[src/rtl/crt_pkg.sv]
package crt_pkg;

  typedef enum logic [1:0] {
    MODE_RELOAD  = 2'd0,
    MODE_CAPTURE = 2'd1,
    MODE_UPDOWN  = 2'd2,
    MODE_BAUD    = 2'd3
  } crt_mode_e;

  // packed MSB first: bit7 .. bit0
  typedef struct packed {
    logic clkout_en;
    logic updown_en;
    logic rx_sel;
    logic tx_sel;
    logic ext_en;
    logic cap_sel;
    logic cnt_sel;
    logic run;
  } crt_ctrl_t;

  localparam int CTRL_W = $bits(crt_ctrl_t);

  localparam logic [1:0] SEL_CTRL   = 2'd0;
  localparam logic [1:0] SEL_COUNT  = 2'd1;
  localparam logic [1:0] SEL_RELOAD = 2'd2;
  localparam logic [1:0] SEL_FLAGS  = 2'd3;

  function automatic crt_mode_e crt_decode(input crt_ctrl_t c);
    if (c.tx_sel || c.rx_sel) return MODE_BAUD;
    else if (c.cap_sel)       return MODE_CAPTURE;
    else if (c.updown_en)     return MODE_UPDOWN;
    else                      return MODE_RELOAD;
  endfunction

endpackage

[src/rtl/crt_edge_sync.sv]
module crt_edge_sync #(
  parameter int STAGES = 2
) (
  input  logic clk,
  input  logic rst,
  input  logic din,
  output logic level,
  output logic level_d
);
  logic [STAGES:0] sh;

  always_ff @(posedge clk) begin
    if (rst) sh <= '0;
    else     sh <= {sh[STAGES-1:0], din};
  end

  assign level   = sh[STAGES-1];
  assign level_d = sh[STAGES];
endmodule

[src/rtl/crt_counter.sv]
module crt_counter import crt_pkg::*; #(
  parameter int W = 16
) (
  input  logic         clk,
  input  logic         rst,
  input  crt_mode_e    mode,
  input  logic         step,
  input  logic         dir_up,
  input  logic         trig_load,
  input  logic         wr_count,
  input  logic [W-1:0] wr_data,
  input  logic [W-1:0] reload,
  output logic [W-1:0] count,
  output logic         ovf_evt
);
  localparam logic [W-1:0] ALL_ONES = '1;

  logic at_top, at_floor, wrap, counting_down;
  logic [W-1:0] count_nx;

  assign at_top        = (count == ALL_ONES);
  assign at_floor      = (count == reload);
  assign counting_down = (mode == MODE_UPDOWN) && !dir_up;
  assign wrap          = counting_down ? at_floor : at_top;
  assign ovf_evt       = step && !wr_count && !trig_load && wrap;

  always_comb begin
    count_nx = count;
    if (wr_count) begin
      count_nx = wr_data;
    end else if (trig_load) begin
      count_nx = reload;
    end else if (step) begin
      unique case (mode)
        MODE_CAPTURE: count_nx = count + 1'b1;
        MODE_UPDOWN: begin
          if (dir_up) count_nx = at_top ? reload : count + 1'b1;
          else        count_nx = at_floor ? ALL_ONES : count - 1'b1;
        end
        default:      count_nx = at_top ? reload : count + 1'b1;
      endcase
    end
  end

  always_ff @(posedge clk) begin
    if (rst) count <= '0;
    else     count <= count_nx;
  end
endmodule

[src/rtl/crt_status.sv]
module crt_status import crt_pkg::*; (
  input  logic      clk,
  input  logic      rst,
  input  crt_mode_e mode,
  input  logic      clkout_act,
  input  logic      ovf_evt,
  input  logic      ext_set,
  input  logic      clr_ovf,
  input  logic      clr_ext,
  output logic      ovf_flag,
  output logic      ext_flag,
  output logic      baud_pulse,
  output logic      clk_out
);
  logic is_baud, is_updown;

  assign is_baud   = (mode == MODE_BAUD);
  assign is_updown = (mode == MODE_UPDOWN);

  always_ff @(posedge clk) begin
    if (rst) begin
      ovf_flag   <= 1'b0;
      ext_flag   <= 1'b0;
      baud_pulse <= 1'b0;
      clk_out    <= 1'b0;
    end else begin
      // hardware set wins over a software clear
      if (ovf_evt && !is_baud) ovf_flag <= 1'b1;
      else if (clr_ovf)        ovf_flag <= 1'b0;

      if (ovf_evt && is_updown) ext_flag <= ~ext_flag;
      else if (ext_set)         ext_flag <= 1'b1;
      else if (clr_ext)         ext_flag <= 1'b0;

      baud_pulse <= ovf_evt && is_baud;

      if (ovf_evt && clkout_act) clk_out <= ~clk_out;
    end
  end
endmodule

[src/rtl/crt_timer.sv]
module crt_timer import crt_pkg::*; #(
  parameter int W           = 16,
  parameter int SYNC_STAGES = 2
) (
  input  logic              clk,
  input  logic              rst,
  input  logic              wr_en,
  input  logic [1:0]        wr_sel,
  input  logic [W-1:0]      wr_data,
  input  logic              trig_in,
  input  logic              cnt_in,
  input  logic              mc_tick,
  output logic [CTRL_W-1:0] ctrl_o,
  output logic [W-1:0]      count_o,
  output logic [W-1:0]      reload_o,
  output logic              ovf_flag_o,
  output logic              ext_flag_o,
  output logic              irq_o,
  output logic              baud_pulse_o,
  output logic              clk_out_o
);
  localparam int NPIN = 2;
  localparam int PIN_TRIG = 0;
  localparam int PIN_CNT  = 1;

  crt_ctrl_t    ctrl_q;
  logic [W-1:0] reload_q;
  logic [W-1:0] count_q;
  crt_mode_e    mode;

  logic wr_ctrl, wr_count, wr_reload, wr_flags;
  assign wr_ctrl   = wr_en && (wr_sel == SEL_CTRL);
  assign wr_count  = wr_en && (wr_sel == SEL_COUNT);
  assign wr_reload = wr_en && (wr_sel == SEL_RELOAD);
  assign wr_flags  = wr_en && (wr_sel == SEL_FLAGS);

  // pin synchronizers
  logic [NPIN-1:0] pin_raw, pin_lvl, pin_lvl_d, pin_fall;
  assign pin_raw[PIN_TRIG] = trig_in;
  assign pin_raw[PIN_CNT]  = cnt_in;

  for (genvar i = 0; i < NPIN; i++) begin : g_sync
    crt_edge_sync #(.STAGES(SYNC_STAGES)) sync_i (
      .clk     (clk),
      .rst     (rst),
      .din     (pin_raw[i]),
      .level   (pin_lvl[i]),
      .level_d (pin_lvl_d[i])
    );
    assign pin_fall[i] = pin_lvl_d[i] && !pin_lvl[i];
  end

  assign mode = crt_decode(ctrl_q);

  // step source
  logic fast, step, clkout_act;
  assign clkout_act = ctrl_q.clkout_en && !ctrl_q.cnt_sel;
  assign fast       = !ctrl_q.cnt_sel && (ctrl_q.tx_sel || ctrl_q.rx_sel || ctrl_q.clkout_en);
  assign step       = ctrl_q.run &&
                      (ctrl_q.cnt_sel ? pin_fall[PIN_CNT] : (fast || mc_tick));

  // trigger actions
  logic trig_ev, trig_load, cap_evt, ext_set, ovf_evt;
  assign trig_ev   = ctrl_q.ext_en && pin_fall[PIN_TRIG];
  assign trig_load = trig_ev && (mode == MODE_RELOAD);
  assign cap_evt   = trig_ev && (mode == MODE_CAPTURE);
  assign ext_set   = trig_ev && (mode != MODE_UPDOWN);

  always_ff @(posedge clk) begin
    if (rst) begin
      ctrl_q   <= '0;
      reload_q <= '0;
    end else begin
      if (wr_ctrl) ctrl_q <= crt_ctrl_t'(wr_data[CTRL_W-1:0]);
      if (wr_reload)    reload_q <= wr_data;
      else if (cap_evt) reload_q <= count_q;
    end
  end

  crt_counter #(.W(W)) counter_i (
    .clk       (clk),
    .rst       (rst),
    .mode      (mode),
    .step      (step),
    .dir_up    (pin_lvl[PIN_TRIG]),
    .trig_load (trig_load),
    .wr_count  (wr_count),
    .wr_data   (wr_data),
    .reload    (reload_q),
    .count     (count_q),
    .ovf_evt   (ovf_evt)
  );

  logic ovf_flag, ext_flag;

  crt_status status_i (
    .clk        (clk),
    .rst        (rst),
    .mode       (mode),
    .clkout_act (clkout_act),
    .ovf_evt    (ovf_evt),
    .ext_set    (ext_set),
    .clr_ovf    (wr_flags && wr_data[0]),
    .clr_ext    (wr_flags && wr_data[1]),
    .ovf_flag   (ovf_flag),
    .ext_flag   (ext_flag),
    .baud_pulse (baud_pulse_o),
    .clk_out    (clk_out_o)
  );

  assign ctrl_o     = ctrl_q;
  assign count_o    = count_q;
  assign reload_o   = reload_q;
  assign ovf_flag_o = ovf_flag;
  assign ext_flag_o = ext_flag;
  assign irq_o      = ovf_flag || (ext_flag && (mode != MODE_UPDOWN));
endmodule

[config.mk]
export PLATFORM = sky130hd
export DESIGN_NAME = crt_timer
export DESIGN_NICKNAME = d
export VERILOG_FILES = /design/src/rtl/crt_pkg.sv /design/src/rtl/crt_edge_sync.sv /design/src/rtl/crt_counter.sv /design/src/rtl/crt_status.sv /design/src/rtl/crt_timer.sv
export SDC_FILE = /design/constraint.sdc
export NUM_CORES = 1
export LEC_CHECK = 0
export BUFFER_PORTS_ARGS = -buffer_cell sky130_fd_sc_hd__buf_2
export CORE_UTILIZATION = 30
export DETAILED_ROUTE_END_ITERATION = 16
export SETUP_SLACK_MARGIN = 0.15
export SYNTH_ARGS = -nofsm -noshare
export SYNTH_HDL_FRONTEND = slang
export SYNTH_SLANG_ARGS = --single-unit
[constraint.sdc]
create_clock -name clk -period 2.25 [get_ports clk]
set_input_delay 0.5625 -clock clk [delete_from_list [all_inputs] [get_ports clk]]
set_output_delay 0.5625 -clock clk [all_outputs]
set_load 0.01 [all_outputs]
==> results.txt <==
----------------------------------------------------
[STA]
  Worst slew slack as a fraction of its limit ... 0.771
  Tmin final ... 2.24 ns
  Final setup violation count ... 0
  Final worst clock skew ... between 0.01 and 0.015 ns
  Highest attainable clock frequency ... 447 MHz
  Tcrit/Tclk final ... 0.994
  Final-report max-slew violation count ... 0
  Total count of hold-check failures in the final report ... 0
  Unrepaired setup endpoints after global routing ... yes
  Pin slew with the least headroom to its limit ... around 0.34 ns

[Pwr]
  Total power after layout ... about 3.2 mW
  Relative contribution of combinational cells to total power ... 0.399
  Power density of the placed cells ... approximately 540 nW/µm²
  Net switching component of the power ... between 1 and 1.5 mW
  Share of total power in sequential cells ... 0.314
  Internal power component ... approximately 2.1 mW
  Peak supply drop ... approximately 0.00055 V
  Static leakage power ... ~2.6 nW
  Sw frac ... 0.354
  Clock Power Share ... 0.287

[Global routing]
  Pin count of the biggest net entering global routing ... 28
  Wire length of the first global-routing pass ... ~24 mm
  Initial antenna violation count ... 0
  Grt total ovfl ... 0
  Total global routing track utilization ... 0.242
  Via count of the first global-routing pass ... between 4,000 and 5,000

[Worst setup path]
  Max stage delay cell, worst path ... sky130_fd_sc_hd__nor4_4
  Critical path, cell by cell ... xnor2_4, nand4_1, nor4_4, buf_4, o22ai_1, a2111o_1, a311oi_1
  Crit path arrival time ... roughly 2.5 ns
  Largest stage delay, worst path ... roughly 0.45 ns
  Worst setup path startpoint ... counter_i.count[9]
  Critical setup path kind ... register to register
  R2r startpoint ... counter_i.count[9]
  Critical Path RT ... around 2.5 ns
  Type of origin of the critical path ... register
  Critical Path Fanout Max ... 4
  Worst Setup End Kind ... register

[Status]
  Status ... finished, final reports clean

[Floorplanning]
  Y dimension of the die ... 115 µm
  Starting Density ... 0.307
  Core area ... around 13,000 µm²
  Full die area ... ~13,000 µm²
  Number of top-level pins ... slightly below 70
  Num rows ... between 40 and 50
  Die Width ... 115 µm

[Drt]
  Wire length per cell ... roughly 19 µm
  Number of iterations in the first detailed-routing pass ... 5
  Vias per Instance ... between 5 and 6
  Total via count in the routed design ... ~4,600
  Initial detailed-routing violation count ... roughly 370
  Final routed DRC violation total ... 0
  Total Wirelength ... about 16 mm
  Final ANT Viol Nets ... 0

[Final layout]
  Most common cell after layout, fill and taps aside ... sky130_fd_sc_hd__buf_4
  Antenna diode instance count ... 0
  Fillers ... roughly 1,200
  Fraction of final layout cells with drive strength greater than 1 ... 0.441
  Post-route non-filler standard cell count ... between 800 and 900
  Most frequent cells in the layout ... sky130_fd_sc_hd__buf_4 (116), sky130_fd_sc_hd__nor2_1 (79), sky130_fd_sc_hd__buf_2 (68)
  Area occupied by registers ... 1060 µm²
  Post-synthesis to final-layout area growth ... 54.4%
  Area of combinational cells with multiple inputs ... around 3100 µm²
  Final-stage net count ... 704

[Synthesis]
  Post-synth ARST share ... 0
  Post-synthesis area per instance ... roughly 7.5 µm²
  Count of flip-flops with a built-in enable after synthesis ... 0
  Cell type with the highest aggregate area in the netlist ... sky130_fd_sc_hd__dfxtp_1
  Instance count of the mapped netlist ... ~500
  Distinct cell type count of the synthesized netlist ... 58
  Total of warnings raised by yosys ... 0
  Proportion of synthesized chip area in sequential cells ... 0.260
  Top post-synthesis cells by area ... sky130_fd_sc_hd__dfxtp_1 (26%), sky130_fd_sc_hd__nor2_1 (8.2%), sky130_fd_sc_hd__xnor2_1 (8.2%)
  Post-synthesis cell area ... approximately 3900 µm²
  Number of nets in the synthesized netlist ... 545
  Area share of the largest cell type after synthesis ... 0.260
  Register bit total from synthesis ... 50
  Most used DFF post-synth ... sky130_fd_sc_hd__dfxtp_1

[Hold path]
  Startpoint of the most critical hold path ... g_sync[1].sync_i.sh[0]
  Kind of path behind the tightest hold check ... register to register

[Run]
  Maxcap violations ... 0

[Placed design]
  Half-perimeter wire length after placement ... ~12 mm
  Number of buffers added on ports ... 68
  GP Congestion ... a little under 1
  Number of cells in the design after placement ... a little over 800

[CTS]
  CTS clock-pin slew for the worst setup and hold paths ... approximately 0.080 ns
  Max Buffers Root-to-Sink ... 2
  Clk sinks ... 50
  Root buffer cell ... sky130_fd_sc_hd__clkbuf_16
  TritonCTS Buffers ... 5
  Maximum level of the CTS H-tree ... 2
  Insertion delay to the later sink of the worst-skew pair ... around 0.32 ns
  CTS tree ... yes

----------------------------------------------------
[worst paths after layout]
path | slack (ns) | end | cells past startpoint
worst min register to register | 0.45 | g_sync[1].sync_i.sh[1] | 1
worst min-delay path | 0.45 | g_sync[1].sync_i.sh[1] | 1
worst max-delay path | 0.01 | counter_i.count[0] | 7
worst max register to register | 0.01 | counter_i.count[0] | 7
[Yosys cell counts, types with 4 or more instances]
library cell and number:
sky130_fd_sc_hd__inv_1 13, sky130_fd_sc_hd__nor3_1 13, sky130_fd_sc_hd__and3_1 4, sky130_fd_sc_hd__dfxtp_1 50, sky130_fd_sc_hd__nand4_1 12, sky130_fd_sc_hd__nor4_1 8, sky130_fd_sc_hd__nand2_1 32, sky130_fd_sc_hd__xnor2_1 36
sky130_fd_sc_hd__o221ai_1 4, sky130_fd_sc_hd__xor2_1 6, sky130_fd_sc_hd__a21oi_1 30, sky130_fd_sc_hd__a31oi_1 6, sky130_fd_sc_hd__ha_1 6, sky130_fd_sc_hd__o21ai_0 29, sky130_fd_sc_hd__nand3_1 9, sky130_fd_sc_hd__nand3b_1 5
sky130_fd_sc_hd__nor2b_1 9, sky130_fd_sc_hd__a211oi_1 25, sky130_fd_sc_hd__buf_2 10, sky130_fd_sc_hd__a21o_1 5, sky130_fd_sc_hd__buf_4 4, sky130_fd_sc_hd__a221oi_1 4, sky130_fd_sc_hd__nor2_1 84, sky130_fd_sc_hd__mux2i_1 27
sky130_fd_sc_hd__clkbuf_1 28
[state kept, by name, indices dropped and copies added, names as in the netlist]
signal and count:
counter_i.count 16, status_i.baud_pulse 1, status_i.ovf_flag 1, status_i.ext_flag 1
ctrl_o 8, g_sync.sync_i.sh 6, reload_o 16, status_i.clk_out 1
[final cells by class]
class | instances | area share
timing repair buffer | 197 | 0.232
clock inverter | 3 | 0.00735
sequential | 50 | 0.178
clock buffer | 5 | 0.0210
inverter | 14 | 0.00924
multi-input combinational | 406 | 0.516
tap | 172 | 0.0361
[per-stage QoR]
step	utilization	setup slack [ns]	instance area [µm²]	hold slack [ns]	TNS [ns]
6_report	0.474	0.0127	5960	0.447	0
3_3_place_gp	0.402	-0.125	5060	0.423	-0.428
4_1_cts	0.449	0.0741	5650	0.453	0
3_5_place_dp	0.402	-0.123	5060	0.435	-0.434
2_1_floorplan	-	0.00913	3920	0.414	0
5_1_grt	0.474	-0.0656	5960	0.462	-0.227
[layer usage]
| metal | global-route usage | routed length [µm] |
|---|---|---|
| met4 | 0.0823 | 332 |
| met1 | 0.324 | 7000 |
| met5 | 0 | 0 |
| met3 | 0.0480 | 1070 |
| met2 | 0.386 | 7460 |
[critical path: cells and delay by family, from the launching register on]
family	cells	cell delay, ns
simple gates	2	0.68
compound gates	3	0.71
buf+inv	1	0.19
flops	1	0.38
xor+xnor	1	0.19
[power groups by stage]
stage | logic, mW | clock network (mW) | registers, mW
floorplan | 0.598 | 0 | 1.02
global placement | 1.02 | 0 | 1.01
detailed placement | 1.02 | 0 | 1.02
CTS | 1.14 | 0.943 | 1.01
global route | 1.38 | 0.976 | 1.02
finish | 1.29 | 0.929 | 1.01
[cell families after synthesis]
group | Yosys count | share of synthesized area
simple gates | 200 | 0.263
compound gates | 130 | 0.223
buf+inv | 59 | 0.0665
flops | 50 | 0.260
xor+xnor | 42 | 0.0954
mux | 28 | 0.0730
fa+ha+maj | 6 | 0.0195
[repair_timing]
action                     CTS  global route
setup buffers               18             7
hold buffers                 0             0
setup endpoints to repair   21            24
pin swaps                   31            36
gates resized for setup     69            55
(Power assumes the default switching activity.)
